<file path="src/rtl/slew_pkg.sv">
package slew_pkg;

  // Mode strobes from control to datapath, sampled at each lane's period boundary
  typedef struct packed {
    logic fastLong;
    logic fastShort;
    logic slowLong;
    logic slowShort;
  } slewStrobes_t;

endpackage

</file>
<file path="src/rtl/slew_divider.sv">
module slew_divider #(
  parameter int BASE_A = 19,
  parameter int BASE_B = 18
) (
  input  logic clk,
  input  logic rstN,
  input  logic lengthen,
  input  logic shorten,
  output logic tick
);

  localparam int  MAX_MOD   = ((BASE_A > BASE_B) ? BASE_A : BASE_B) + 1;
  localparam int  MIN_MOD   = ((BASE_A < BASE_B) ? BASE_A : BASE_B) - 1;
  localparam int  CW        = $clog2(MAX_MOD + 1);
  localparam bit  ALTERNATE = (BASE_A != BASE_B);

  logic [CW-1:0] pos;
  logic [CW-1:0] curMod;
  logic [CW-1:0] nextBase;
  logic [CW-1:0] nextMod;
  logic          sel;
  logic          nextSel;

  generate
    if (ALTERNATE) begin : g_alt
      always_ff @(posedge clk) begin
        if (!rstN)     sel <= 1'b0;
        else if (tick) sel <= ~sel;
      end
      assign nextSel = ~sel;


      alt_toggle_chk: assert property (@(posedge clk) disable iff (!rstN)
        tick |=> (sel != $past(sel)));
    end else begin : g_fixed
      assign sel     = 1'b0;
      assign nextSel = 1'b0;
    end
  endgenerate

  assign nextBase = nextSel ? CW'(BASE_B) : CW'(BASE_A);

  always_comb begin
    nextMod = nextBase;
    if (lengthen)     nextMod = nextBase + CW'(1);
    else if (shorten) nextMod = nextBase - CW'(1);
  end

  assign tick = (pos == curMod - CW'(1));

  always_ff @(posedge clk) begin
    if (!rstN) begin
      pos    <= '0;
      curMod <= CW'(BASE_A);
    end else if (tick) begin
      pos    <= '0;
      curMod <= nextMod;
    end else begin
      pos    <= pos + CW'(1);
    end
  end


  mod_range_chk: assert property (@(posedge clk) disable iff (!rstN)
    tick |=> (int'(curMod) >= MIN_MOD && int'(curMod) <= MAX_MOD));


  period_hold_chk: assert property (@(posedge clk) disable iff (!rstN)
    !tick |=> $stable(curMod));


  excl_dir_chk: assert property (@(posedge clk) disable iff (!rstN)
    $onehot0({lengthen, shorten}));

endmodule

</file>
<file path="src/rtl/slew_datapath.sv">
module slew_datapath
  import slew_pkg::*;
#(
  parameter int FAST_DIV   = 4,
  parameter int SLOW_DIV_A = 19,
  parameter int SLOW_DIV_B = 18
) (
  input  logic         clk,
  input  logic         rstN,
  input  slewStrobes_t strobes,
  output logic         fastTick,
  output logic         slowTick
);

  slew_divider #(.BASE_A(FAST_DIV), .BASE_B(FAST_DIV)) u_fastDiv (
    .clk      (clk),
    .rstN     (rstN),
    .lengthen (strobes.fastLong),
    .shorten  (strobes.fastShort),
    .tick     (fastTick)
  );

  slew_divider #(.BASE_A(SLOW_DIV_A), .BASE_B(SLOW_DIV_B)) u_slowDiv (
    .clk      (clk),
    .rstN     (rstN),
    .lengthen (strobes.slowLong),
    .shorten  (strobes.slowShort),
    .tick     (slowTick)
  );

endmodule

</file>
<file path="src/rtl/slew_ctrl.sv">
module slew_ctrl
  import slew_pkg::*;
#(
  parameter int ADJ_W = 8
) (
  input  logic             clk,
  input  logic             rstN,
  input  logic             wrEn,
  input  logic [ADJ_W-1:0] wrData,
  input  logic             fastTick,
  input  logic             slowTick,
  output slewStrobes_t     strobes,
  output logic             busy
);

  localparam int LANES = 2;

  logic [ADJ_W-1:0] magReg;
  logic [ADJ_W-1:0] wrMag;
  logic             dirLong;
  logic             accept;
  logic             laneTick   [LANES];
  logic             pend       [LANES];
  logic             alterNext  [LANES];
  logic             laneActive [LANES];
  logic [ADJ_W-1:0] cnt        [LANES];
  logic [ADJ_W-1:0] nextCnt    [LANES];

  assign laneTick[0] = fastTick;
  assign laneTick[1] = slowTick;

  assign wrMag  = wrData[ADJ_W-1] ? (~wrData + ADJ_W'(1)) : wrData;
  assign busy   = laneActive[0] | laneActive[1];
  assign accept = wrEn && !busy && (wrData != '0);

  always_ff @(posedge clk) begin
    if (!rstN) begin
      magReg  <= '0;
      dirLong <= 1'b0;
    end else if (accept) begin
      magReg  <= wrMag;
      dirLong <= wrData[ADJ_W-1];
    end
  end

  generate
    for (genvar i = 0; i < LANES; i++) begin : g_lane
      assign laneActive[i] = pend[i] | (cnt[i] != '0);

      always_comb begin
        if (pend[i])             nextCnt[i] = magReg;
        else if (cnt[i] != '0)   nextCnt[i] = cnt[i] - ADJ_W'(1);
        else                     nextCnt[i] = '0;
        alterNext[i] = (nextCnt[i] != '0);
      end

      always_ff @(posedge clk) begin
        if (!rstN) begin
          pend[i] <= 1'b0;
          cnt[i]  <= '0;
        end else begin
          if (accept)           pend[i] <= 1'b1;
          else if (laneTick[i]) pend[i] <= 1'b0;
          if (laneTick[i])      cnt[i]  <= nextCnt[i];
        end
      end


      cnt_hold_chk: assert property (@(posedge clk) disable iff (!rstN)
        !laneTick[i] |=> $stable(cnt[i]));


      cnt_step_chk: assert property (@(posedge clk) disable iff (!rstN)
        (laneTick[i] && !pend[i] && cnt[i] != '0) |=> (cnt[i] == $past(cnt[i]) - ADJ_W'(1)));
    end
  endgenerate

  assign strobes.fastLong  = alterNext[0] &  dirLong;
  assign strobes.fastShort = alterNext[0] & ~dirLong;
  assign strobes.slowLong  = alterNext[1] &  dirLong;
  assign strobes.slowShort = alterNext[1] & ~dirLong;


  ignore_busy_chk: assert property (@(posedge clk) disable iff (!rstN)
    (wrEn && busy) |=> ($stable(magReg) && $stable(dirLong)));


  busy_rise_chk: assert property (@(posedge clk) disable iff (!rstN)
    accept |=> busy);


  zero_write_chk: assert property (@(posedge clk) disable iff (!rstN)
    (wrEn && !busy && wrData == '0) |=> !busy);

endmodule

</file>
<file path="src/rtl/phase_slew_divider.sv">
module phase_slew_divider
  import slew_pkg::*;
#(
  parameter int ADJ_W      = 8,
  parameter int FAST_DIV   = 4,
  parameter int SLOW_DIV_A = 19,
  parameter int SLOW_DIV_B = 18
) (
  input  logic             clk,
  input  logic             rstN,
  input  logic             wrEn,
  input  logic [ADJ_W-1:0] wrData,
  output logic             fastTick,
  output logic             slowTick,
  output logic             busy
);

  slewStrobes_t strobes;

  slew_ctrl #(.ADJ_W(ADJ_W)) u_ctrl (
    .clk      (clk),
    .rstN     (rstN),
    .wrEn     (wrEn),
    .wrData   (wrData),
    .fastTick (fastTick),
    .slowTick (slowTick),
    .strobes  (strobes),
    .busy     (busy)
  );

  slew_datapath #(
    .FAST_DIV   (FAST_DIV),
    .SLOW_DIV_A (SLOW_DIV_A),
    .SLOW_DIV_B (SLOW_DIV_B)
  ) u_data (
    .clk      (clk),
    .rstN     (rstN),
    .strobes  (strobes),
    .fastTick (fastTick),
    .slowTick (slowTick)
  );

endmodule

</file>
<file path="config.mk">
export PLATFORM = sky130hd
export DESIGN_NAME = phase_slew_divider
export DESIGN_NICKNAME = d
export VERILOG_FILES = /design/src/rtl/slew_pkg.sv /design/src/rtl/slew_divider.sv /design/src/rtl/slew_datapath.sv /design/src/rtl/slew_ctrl.sv /design/src/rtl/phase_slew_divider.sv
export SDC_FILE = /design/constraint.sdc
export NUM_CORES = 1
export LEC_CHECK = 0
export ABC_CLOCK_PERIOD_IN_PS = 3150
export BUFFER_PORTS_ARGS = -buffer_cell sky130_fd_sc_hd__buf_2
export CORE_ASPECT_RATIO = 2
export CORE_MARGIN = 2
export CORE_UTILIZATION = 57
export CTS_BUF_LIST = sky130_fd_sc_hd__clkbuf_4
export DETAILED_ROUTE_END_ITERATION = 10
export GPL_TIMING_DRIVEN = 0
export MAX_ROUTING_LAYER = met4
export PLACE_DENSITY_LB_ADDON = 0.08
export SETUP_SLACK_MARGIN = 0.2
export SYNTH_ARGS = -nofsm -noshare
export SYNTH_HDL_FRONTEND = slang
export SYNTH_SLANG_ARGS = --single-unit
</file>
<file path="constraint.sdc">
create_clock -name clk -period 3.15 [get_ports clk]
set_input_delay 0.7875 -clock clk [delete_from_list [all_inputs] [get_ports clk]]
set_output_delay 0.7875 -clock clk [all_outputs]
set_load 0.05 [all_outputs]
</file>
-- Word level (Yosys, flattened, before mapping)
Memories as Yosys holds them, arrays and structs flattened.
Cells that the tools add are included.
- $add $sub $neg: 9
- reduce and logical (&&, ||, !) cells: 10
- mux-type cells: 32
- bitwise operators: 17
- equality and inequality tests: 2
- operators by type and width (cell ; number):
    two-way mux 8 bit ; 7
    nonzero test 8 bit ; 5
    two-way mux 1 bit ; 21
    subtractor 8 x 1 -> 8 bit (second input constant) ; 2
    adder 5 x 1 -> 5 bit (second input constant) ; 2
    two-way mux 5 bit ; 2
    subtractor 5 x 1 -> 5 bit (second input constant) ; 2
    bitwise OR 1 bit ; 9
    adder 8 x 1 -> 8 bit (second input constant) ; 1
    NOT 8 bit ; 1
    two-way mux 3 bit ; 2
    == test 5 bit ; 1
    bitwise AND 1 bit ; 4
    OR reduction 2 bit ; 2
    adder 3 x 1 -> 3 bit (second input constant) ; 1
    == test 3 bit ; 1
    NOT 1 bit ; 3
    subtractor 3 x 1 -> 3 bit (second input constant) ; 1
    logical AND 1 bit ; 2
    logical NOT 1 bit ; 1
- register bits after elaboration: 26
- logic and storage cells: 79
- input bits: 11
- RAM bits: 18
- output and inout bits: 3
- memories kept: 2
- memories (name ; depth ; bits a word ; read ports ; clocked after memory_dff ; wr ports ; line ; RTL):
    u_ctrl.cnt ; 2 ; 8 ; 2 ; 0 ; 2 ; slew_ctrl.sv:26 ; logic [ADJ_W-1:0] cnt [LANES];
    u_ctrl.pend ; 2 ; 1 ; 2 ; 0 ; 2 ; slew_ctrl.sv:23 ; logic pend [LANES];

-- Logic depth before layout (Yosys ltp)
Gate-level depths: netlist of the first run.
An unclocked memory read counts as a cell.
- word-level depth: 12
- gate-level depth with buffers: 12
- depth with buffers taken out: 11

-- By module
Synthesis of the first run repeated with hierarchy kept, for this count alone.
- cell total of the unflattened synthesis: 282
- area total of the unflattened synthesis: 2641.3 um^2
- modules (own cells, without submodules) (module ; times used ; area each (um^2) ; cells an instance ; sequential area each (um^2)):
    slew_ctrl ; 1 ; 1810.5 ; 198 ; 710.7
    slew_divider at u_data.u_slowDiv ; 1 ; 508.0 ; 51 ; 180.2
    slew_divider at u_data.u_fastDiv ; 1 ; 322.8 ; 33 ; 120.1

-- Worst setup path after synthesis of the first run
OpenSTA, ideal clock, no wires.
- kind: flip-flop to flip-flop
- start point: reg u_data.u_fastDiv.curMod[0]
- end point: mem u_ctrl.pend[0] (enable)
- arrival time: 2852 ps
- required time: 2860 ps
- setup slack: 8 ps
- library setup time: 290 ps
- buffers on the path: 1
- clock period less this slack: 3142 ps
- cell stages (with the launch flop): 8
- path through: dfxtp_1 inv_1 ha_1 xnor2_1 nor3_1 nand2b_1 clkbuf_1 or2_2
- RTL lines (what ; line ; RTL):
    start, declared ; slew_divider.sv:18 ; logic [CW-1:0] curMod;
    start signal, assigned ; slew_divider.sv:54 ; curMod <= CW'(BASE_A);
    start signal, assigned ; slew_divider.sv:57 ; curMod <= nextMod;
    end, declared ; slew_ctrl.sv:23 ;

==> results of run 1 <==
-- final timing paths --
check	slack, ps	endpoint	startpoint
worst min-delay path	480	u_data.u_fastDiv.pos[0]	u_data.u_fastDiv.pos[0]
worst min register to register	480	u_data.u_fastDiv.pos[0]	u_data.u_fastDiv.pos[0]
worst max-delay path	220	u_data.u_slowDiv.curMod[0]	u_ctrl.cnt[1][0]
worst max register to register	220	u_data.u_slowDiv.curMod[0]	u_ctrl.cnt[1][0]
-- per-stage QoR --
stage / setup TNS (ps) / hold slack [ps] / worst slack (ps)
detailed placement: -150 / 451 / -76.3
global placement: -91.2 / 445 / -59.0
CTS: 0 / 481 / 161
floorplan: 0 / 430 / 173
finish: 0 / 477 / 225
global route: 0 / 518 / 78.2
-- final cells by class --
type,instances,area [um2]
flip-flops and latches,42,1010
clock buffers,5,37.5
multi-input cells,197,1420
fillers,354,1270
well taps,52,65.1
clock inverters,3,43.8
inverters,16,60.1
repair buffers,27,183
plain buffers,10,47.5
-- registers in the layout (all words and copies together), names as in the netlist --
register                 count
u_ctrl.cnt                  16
u_ctrl.magReg                8
u_data.u_slowDiv.pos         5
u_data.u_fastDiv.curMod      3
u_data.u_fastDiv.pos         3
u_data.u_slowDiv.curMod      3
u_ctrl.pend                  2
u_ctrl.dirLong               1
u_data.u_slowDiv.sel         1
-- routing by layer --
layer	vias to the layer above	wire (um)	track usage
met1	948	1880	0.218
met2	35	3170	0.472
met3	21	192	0.0448
met5	-	0	-
li1	1011	-	-
met4	0	222	0.148
-- power groups by stage --
stage	registers, W	clock network, W	logic [W]
after floorplan	0.000701	0	0.000362
after global placement	0.000716	0	0.000435
after detailed placement	0.000719	0	0.000449
after CTS	0.000706	0.000357	0.000466
after global routing	0.000715	0.000376	0.000519
final	0.000705	0.000348	0.000470
-- logic make-up after synthesis --
| kind of cell | Yosys count | share of synthesized area |
|---|---|---|
| xor+xnor | 24 | 0.0859 |
| fa+ha+maj | 9 | 0.0460 |
| flops | 42 | 0.413 |
| compound gates | 48 | 0.147 |
| buf+inv | 26 | 0.0409 |
| mux | 7 | 0.0302 |
| simple gates | 109 | 0.237 |
-- what timing repair did --
item                       4_1_cts  5_1_grt
gates resized for setup         12       11
setup buffers                    9        5
pin swaps                        3       10
setup endpoints to repair        5        4
hold buffers                     0        0
-- cell usage after synthesis (2+ instances only) --
cell type	n
nand4_1	3
o211a_1	5
nor2_1	29
o22ai_1	2
inv_1	16
mux2_1	2
ha_1	9
nor3b_1	2
a21oi_1	7
a22oi_1	4
nand2_1	21
nor2b_1	11
or4b_2	2
nand3_1	7
nor4_1	5
nand2b_1	3
o31a_1	2
buf_2	2
or4_1	2
mux2i_1	4
and2_1	2
xnor2_1	9
or3_1	7
o211ai_1	4
clkbuf_1	8
edfxtp_1	17
o31ai_1	4
dfxtp_1	25
nor3_1	6
o21ai_0	10
xor2_1	15
-- critical path, stage by stage, from the launching register on --
cell and delay, ps:
edfxtp_1 420, inv_2 100, ha_4 130, or3b_1 350, buf_6 150, xor2_4 140
nand3_2 80, a221o_1 350, o31a_1 290, ha_2 240, or3_1 350, o211ai_1 110
mux2_4 170
==> results.sh, run 1 <==
export IMPL_die_area_um2=4860
export IMPL_setup_viol=0
export IMPL_postPlaceCellArea_um2=2590
export IMPL_insertion_delay_ps=350
export IMPL_nets=319
export IMPL_fmax_mhz=342
export IMPL_p_sw_w=0.000508
export IMPL_vias=2015
export IMPL_grt_overflow=0
export IMPL_wire_per_inst_um=15.5
export IMPL_detail_route_antenna_nets=0
export IMPL_pwr_share_comb=0.309
export IMPL_antenna_found_initial=0
export IMPL_crit_required_ps=3460
export IMPL_clk_pin_slew_ps=130
export IMPL_place_detailed_hpwl_um=4050
export IMPL_syn_to_final_growth_pct=17.0
export IMPL_drc=0
export IMPL_endpoint_kind="flip-flop"
export IMPL_gp_congestion=0.844
export IMPL_grtUsageTotal=0.252
export IMPL_design_area_um2=2860
export IMPL_firstDrtPassIters=4
export IMPL_cp_arrival_ps=3240
export IMPL_critPathKind="flip-flop to flip-flop"
export IMPL_syn_nets=285
export IMPL_portBuffers=13
export IMPL_cts_htree_levels=2
export IMPL_slew_limit_headroom=0.253
export IMPL_crit_path_max_fanout=6
export IMPL_fin_crit_sh=0.929
export IMPL_cts_tree="done"
export IMPL_intPower_w=0.00101
export IMPL_synth_warnings=0
export IMPL_whs_path_depth=1
export IMPL_cts_buffer_depth=2
export IMPL_die_w_um=50.3
export IMPL_final_cell_mix="nor2_1, dfxtp_1, nand2_1, edfxtp_1"
export IMPL_yosys_register_bits=42
export IMPL_finalCriticalPeriod_ps=2930
export IMPL_ir_drop_uv=497
export IMPL_drt_first_iter_violations=35
export IMPL_yosysUniqueCellTypes=51
export IMPL_clock_power_share=0.228
export IMPL_fp_row_count=33
export IMPL_synth_flop_cell="dfxtp_1"
export IMPL_switching_share=0.334
export IMPL_leakage_nw=1.18
export IMPL_totalWireLength_um=5460
export IMPL_core_area_um2=4130
export IMPL_final_core_util=0.693
export IMPL_grt_max_degree=15
export IMPL_finalPower_w=0.00152
export IMPL_viasPerCell=5.72
export IMPL_synth_cell_area_um2=2450
export IMPL_fin_cells=352
export IMPL_post_synth_cell_area_avg_um2=9.23
export IMPL_worstRegToRegCells=12
export IMPL_drv_slew=0
export IMPL_placedCellCount=330
export IMPL_pwr_density_cell_nw_per_um2=532
export IMPL_synth_top_area_cell="edfxtp_1"
export IMPL_grt_pass1_vias=2085
export IMPL_status="finished clean"
export IMPL_power_frac_seq=0.463
export IMPL_ys_async_sr_fraction=0
export IMPL_cap_viol_max_count=0
export IMPL_tightest_slew_ps=1110
export IMPL_diodes=0
export IMPL_synth_edf_count=17
export IMPL_grt_pass1_wl_um=9070
export IMPL_io_pins=14
export IMPL_ys_seq_area_frac=0.413
export IMPL_min_path_type="flip-flop to flip-flop"
export IMPL_layout_commonest_cell="nor2_1"
export IMPL_cts_root_buffer="clkbuf_4"
export IMPL_numCtsBuffers=5
export IMPL_drive_gt1_frac=0.200
export IMPL_final_hold_viol_count=0
export IMPL_fin_skew_ps=11.0
export IMPL_synth_top_area_frac=0.209
export IMPL_clkSinkCount=42
export IMPL_rsz0062_at_grt="true"
export IMPL_start_util=0.592
export IMPL_dieHeight_um=96.6
export IMPL_syn_inst=265
export IMPL_synth_area_top_cells="edfxtp_1, dfxtp_1, xor2_1, ha_1, nor2_1"
export IMPL_critPathLaunchType="flip-flop"
Power figures use the tool's default switching activity.
==> run 2, diff against run 1 <==
ABC_AREA = 1   (was default)
ABC_CLOCK_PERIOD_IN_PS = default   (was 3150)
==> run 2 against run 1 <==
Effect of this change: first-iteration DRC count rose by 20%; maximum frequency is 4.6% higher; wire length down 9.8%; clock skew up 3.7 ps; global-route usage is 2.6 points lower; die area increased by 0.77%; worst setup slack improved by 130 ps; final cell count up 16%; power increased by 0.80%.
==> results.sh, run 2 <==
export IMPL_status="finished clean"
export IMPL_cap_viol_max_count=0
export IMPL_critPathKind="flip-flop to output pin"
export IMPL_syn_to_final_growth_pct=9.44
export IMPL_fp_row_count=33
export IMPL_cp_arrival_ps=2010
export IMPL_min_path_type="flip-flop to flip-flop"
export IMPL_fin_skew_ps=14.7
export IMPL_r2r_setup_slack_ps=890
export IMPL_synth_top_area_frac=0.207
export IMPL_synth_cell_area_um2=2470
export IMPL_ir_drop_uv=445
export IMPL_rsz0062_at_grt="false"
export IMPL_clk_pin_slew_ps=110
export IMPL_cts_buffer_depth=2
export IMPL_leakage_nw=1.23
export IMPL_firstDrtPassIters=4
export IMPL_grt_pass1_wl_um=8250
export IMPL_crit_required_ps=2360
export IMPL_synth_most_common_cell="nand2_1"
export IMPL_die_area_um2=4900
export IMPL_grt_pass1_vias=1993
export IMPL_synth_flop_cell="dfxtp_1"
export IMPL_fmax_mhz=357
export IMPL_tightest_slew_ps=471
export IMPL_endpoint_kind="output pin"
export IMPL_whs_path_depth=1
export IMPL_finalPower_w=0.00154
export IMPL_cts_tree="done"
export IMPL_multi_input_area_um2=1220
export IMPL_min_from="u_data.u_fastDiv.pos[0]"
export IMPL_viasPerCell=5.02
export IMPL_diodes=0
export IMPL_final_cell_mix="nand2_1, inv_1, nor2_1, dfxtp_1, nand3_1"
export IMPL_start_util=0.597
export IMPL_synth_area_top_cells="edfxtp_1, dfxtp_1, nand2_1, inv_1, nor2_1"
export IMPL_worstRegToRegCells=9
export IMPL_synth_top_area_cell="edfxtp_1"
export IMPL_final_hold_viol_count=0
export IMPL_insertion_delay_ps=360
export IMPL_worstHoldEndpoint="u_data.u_fastDiv.pos[0]"
export IMPL_vias=2048
export IMPL_cts_htree_levels=2
export IMPL_cts_hold_buffers=0
export IMPL_grt_overflow=0
export IMPL_gp_congestion=0.854
export IMPL_io_pins=14
export IMPL_placedCellCount=398
export IMPL_synth_warnings=0
export IMPL_crit_path_max_fanout=3
export IMPL_place_detailed_hpwl_um=3920
export IMPL_layout_commonest_cell="nand2_1"
export IMPL_largest_reg_flops=16
export IMPL_drc=0
export IMPL_numCtsBuffers=5
export IMPL_reg2reg_to="u_ctrl.cnt[1][6]"
export IMPL_finalCriticalPeriod_ps=2800
export IMPL_r2r_start="u_data.u_slowDiv.curMod[0]"
export IMPL_drt_first_iter_violations=42
export IMPL_dieHeight_um=97.0
export IMPL_cts_root_buffer="clkbuf_4"
export IMPL_detail_route_antenna_nets=0
export IMPL_grt_max_degree=18
export IMPL_reg_top3="u_ctrl.cnt x16, u_ctrl.magReg x8, u_data.u_slowDiv.pos x5"
export IMPL_setup_viol=0
export IMPL_ys_seq_area_frac=0.410
export IMPL_grtUsageTotal=0.225
export IMPL_finalSetupTns_ps=0
export IMPL_syn_inst=333
export IMPL_seqCellArea_um2=1010
export IMPL_yosysUniqueCellTypes=36
export IMPL_yosys_register_bits=42
export IMPL_core_area_um2=4130
export IMPL_fin_cells=408
export IMPL_regMostFlops="u_ctrl.cnt"
export IMPL_synth_edf_count=17
export IMPL_nFillCells=385
export IMPL_pwr_density_cell_nw_per_um2=569
export IMPL_portBuffers=13
export IMPL_drv_slew=0
export IMPL_nets=375
export IMPL_wire_per_inst_um=12.1
export IMPL_critPathLaunchType="flip-flop"
export IMPL_antenna_found_initial=0
export IMPL_post_synth_cell_area_avg_um2=7.41
export IMPL_ys_async_sr_fraction=0
export IMPL_fin_crit_sh=0.888
export IMPL_drive_gt1_frac=0.121
export IMPL_totalWireLength_um=4930
export IMPL_slew_limit_headroom=0.685
export IMPL_die_w_um=50.5
export IMPL_whs_ps=482
export IMPL_syn_nets=353
export IMPL_netlist_top_cells_count="nand2_1, inv_1, nor2_1, dfxtp_1, nand3_1"
export IMPL_clkSinkCount=42
-- run 2: cell type report --
class                           count  share of cell area
Sequential cell                    42               0.375
Clock inverter                      1              0.0111
Tap cell                           52              0.0241
Inverter                           54              0.0756
Buffer                              5              0.0111
Clock buffer                        7              0.0195
Timing Repair Buffer               15              0.0306
Multi-Input combinational cell    232               0.453
-- run 2: critical path, stage by stage (launching register included) --
cell      delay, ps
edfxtp_1        370
inv_1           110
ha_1            190
nand3_1         150
nor2_2          180
inv_1           100
nor4_4          290
inv_1            60
buf_2           210
-- run 2: kinds of logic (layout without fill, tap and decap cells) --
| family | Yosys count | after routing | share of synthesized area |
|---|---|---|---|
| AOI/OAI and AO/OA | 39 | 39 | 0.0883 |
| and+or+nand+nor | 165 | 165 | 0.294 |
| adders and majority gates | 9 | 9 | 0.0457 |
| xor gates and xnor gates | 19 | 19 | 0.0675 |
| DFF | 42 | 42 | 0.410 |
| buffers and inverters | 59 | 82 | 0.0949 |
-- run 2: how the worst max path moves through the flow --
stage	startpoint	endpoint	slack (ps)	cells after the start
floorplan	u_data.u_slowDiv.curMod[0]	slowTick	680	7
global placement	u_data.u_slowDiv.curMod[0]	slowTick	560	8
detailed placement	u_data.u_slowDiv.curMod[0]	slowTick	520	8
CTS	u_data.u_slowDiv.curMod[0]	slowTick	240	8
global route	u_data.u_slowDiv.curMod[0]	slowTick	230	8
finish	u_ctrl.cnt[0][0]	busy	350	8
-- run 2: per-layer routing --
| metal | up-vias | track usage | share of wire |
|---|---|---|---|
| li1 | 1101 | - | - |
| met1 | 917 | 0.212 | 0.38 |
| met2 | 18 | 0.422 | 0.58 |
| met3 | 12 | 0.0417 | 0.016 |
| met4 | 0 | 0.0956 | 0.024 |
| met5 | - | - | 0 |
-- run 2: what timing repair did --
action	4_1_cts	5_1_grt
buffers inserted	2	0
endpoints found under the hold margin	0	0
pin swaps	2	1
resized for setup	1	1
endpoints found under the setup margin	2	2
-- run 2: where the power goes --
group          leakage (nW)  internal, W  switching, W
clock                0.0463     0.000186      0.000168
sequential            0.379     0.000650     0.0000445
combinational         0.803     0.000175      0.000312
-- run 2: metrics by stage --
step | setup slack (ps) | instance area (um2) | utilization
after floorplan | 678 | 2470 | -
after global placement | 564 | 2600 | 0.629
after detailed placement | 521 | 2600 | 0.629
after CTS | 238 | 2700 | 0.653
after global routing | 228 | 2700 | 0.654
final | 352 | 2700 | 0.654
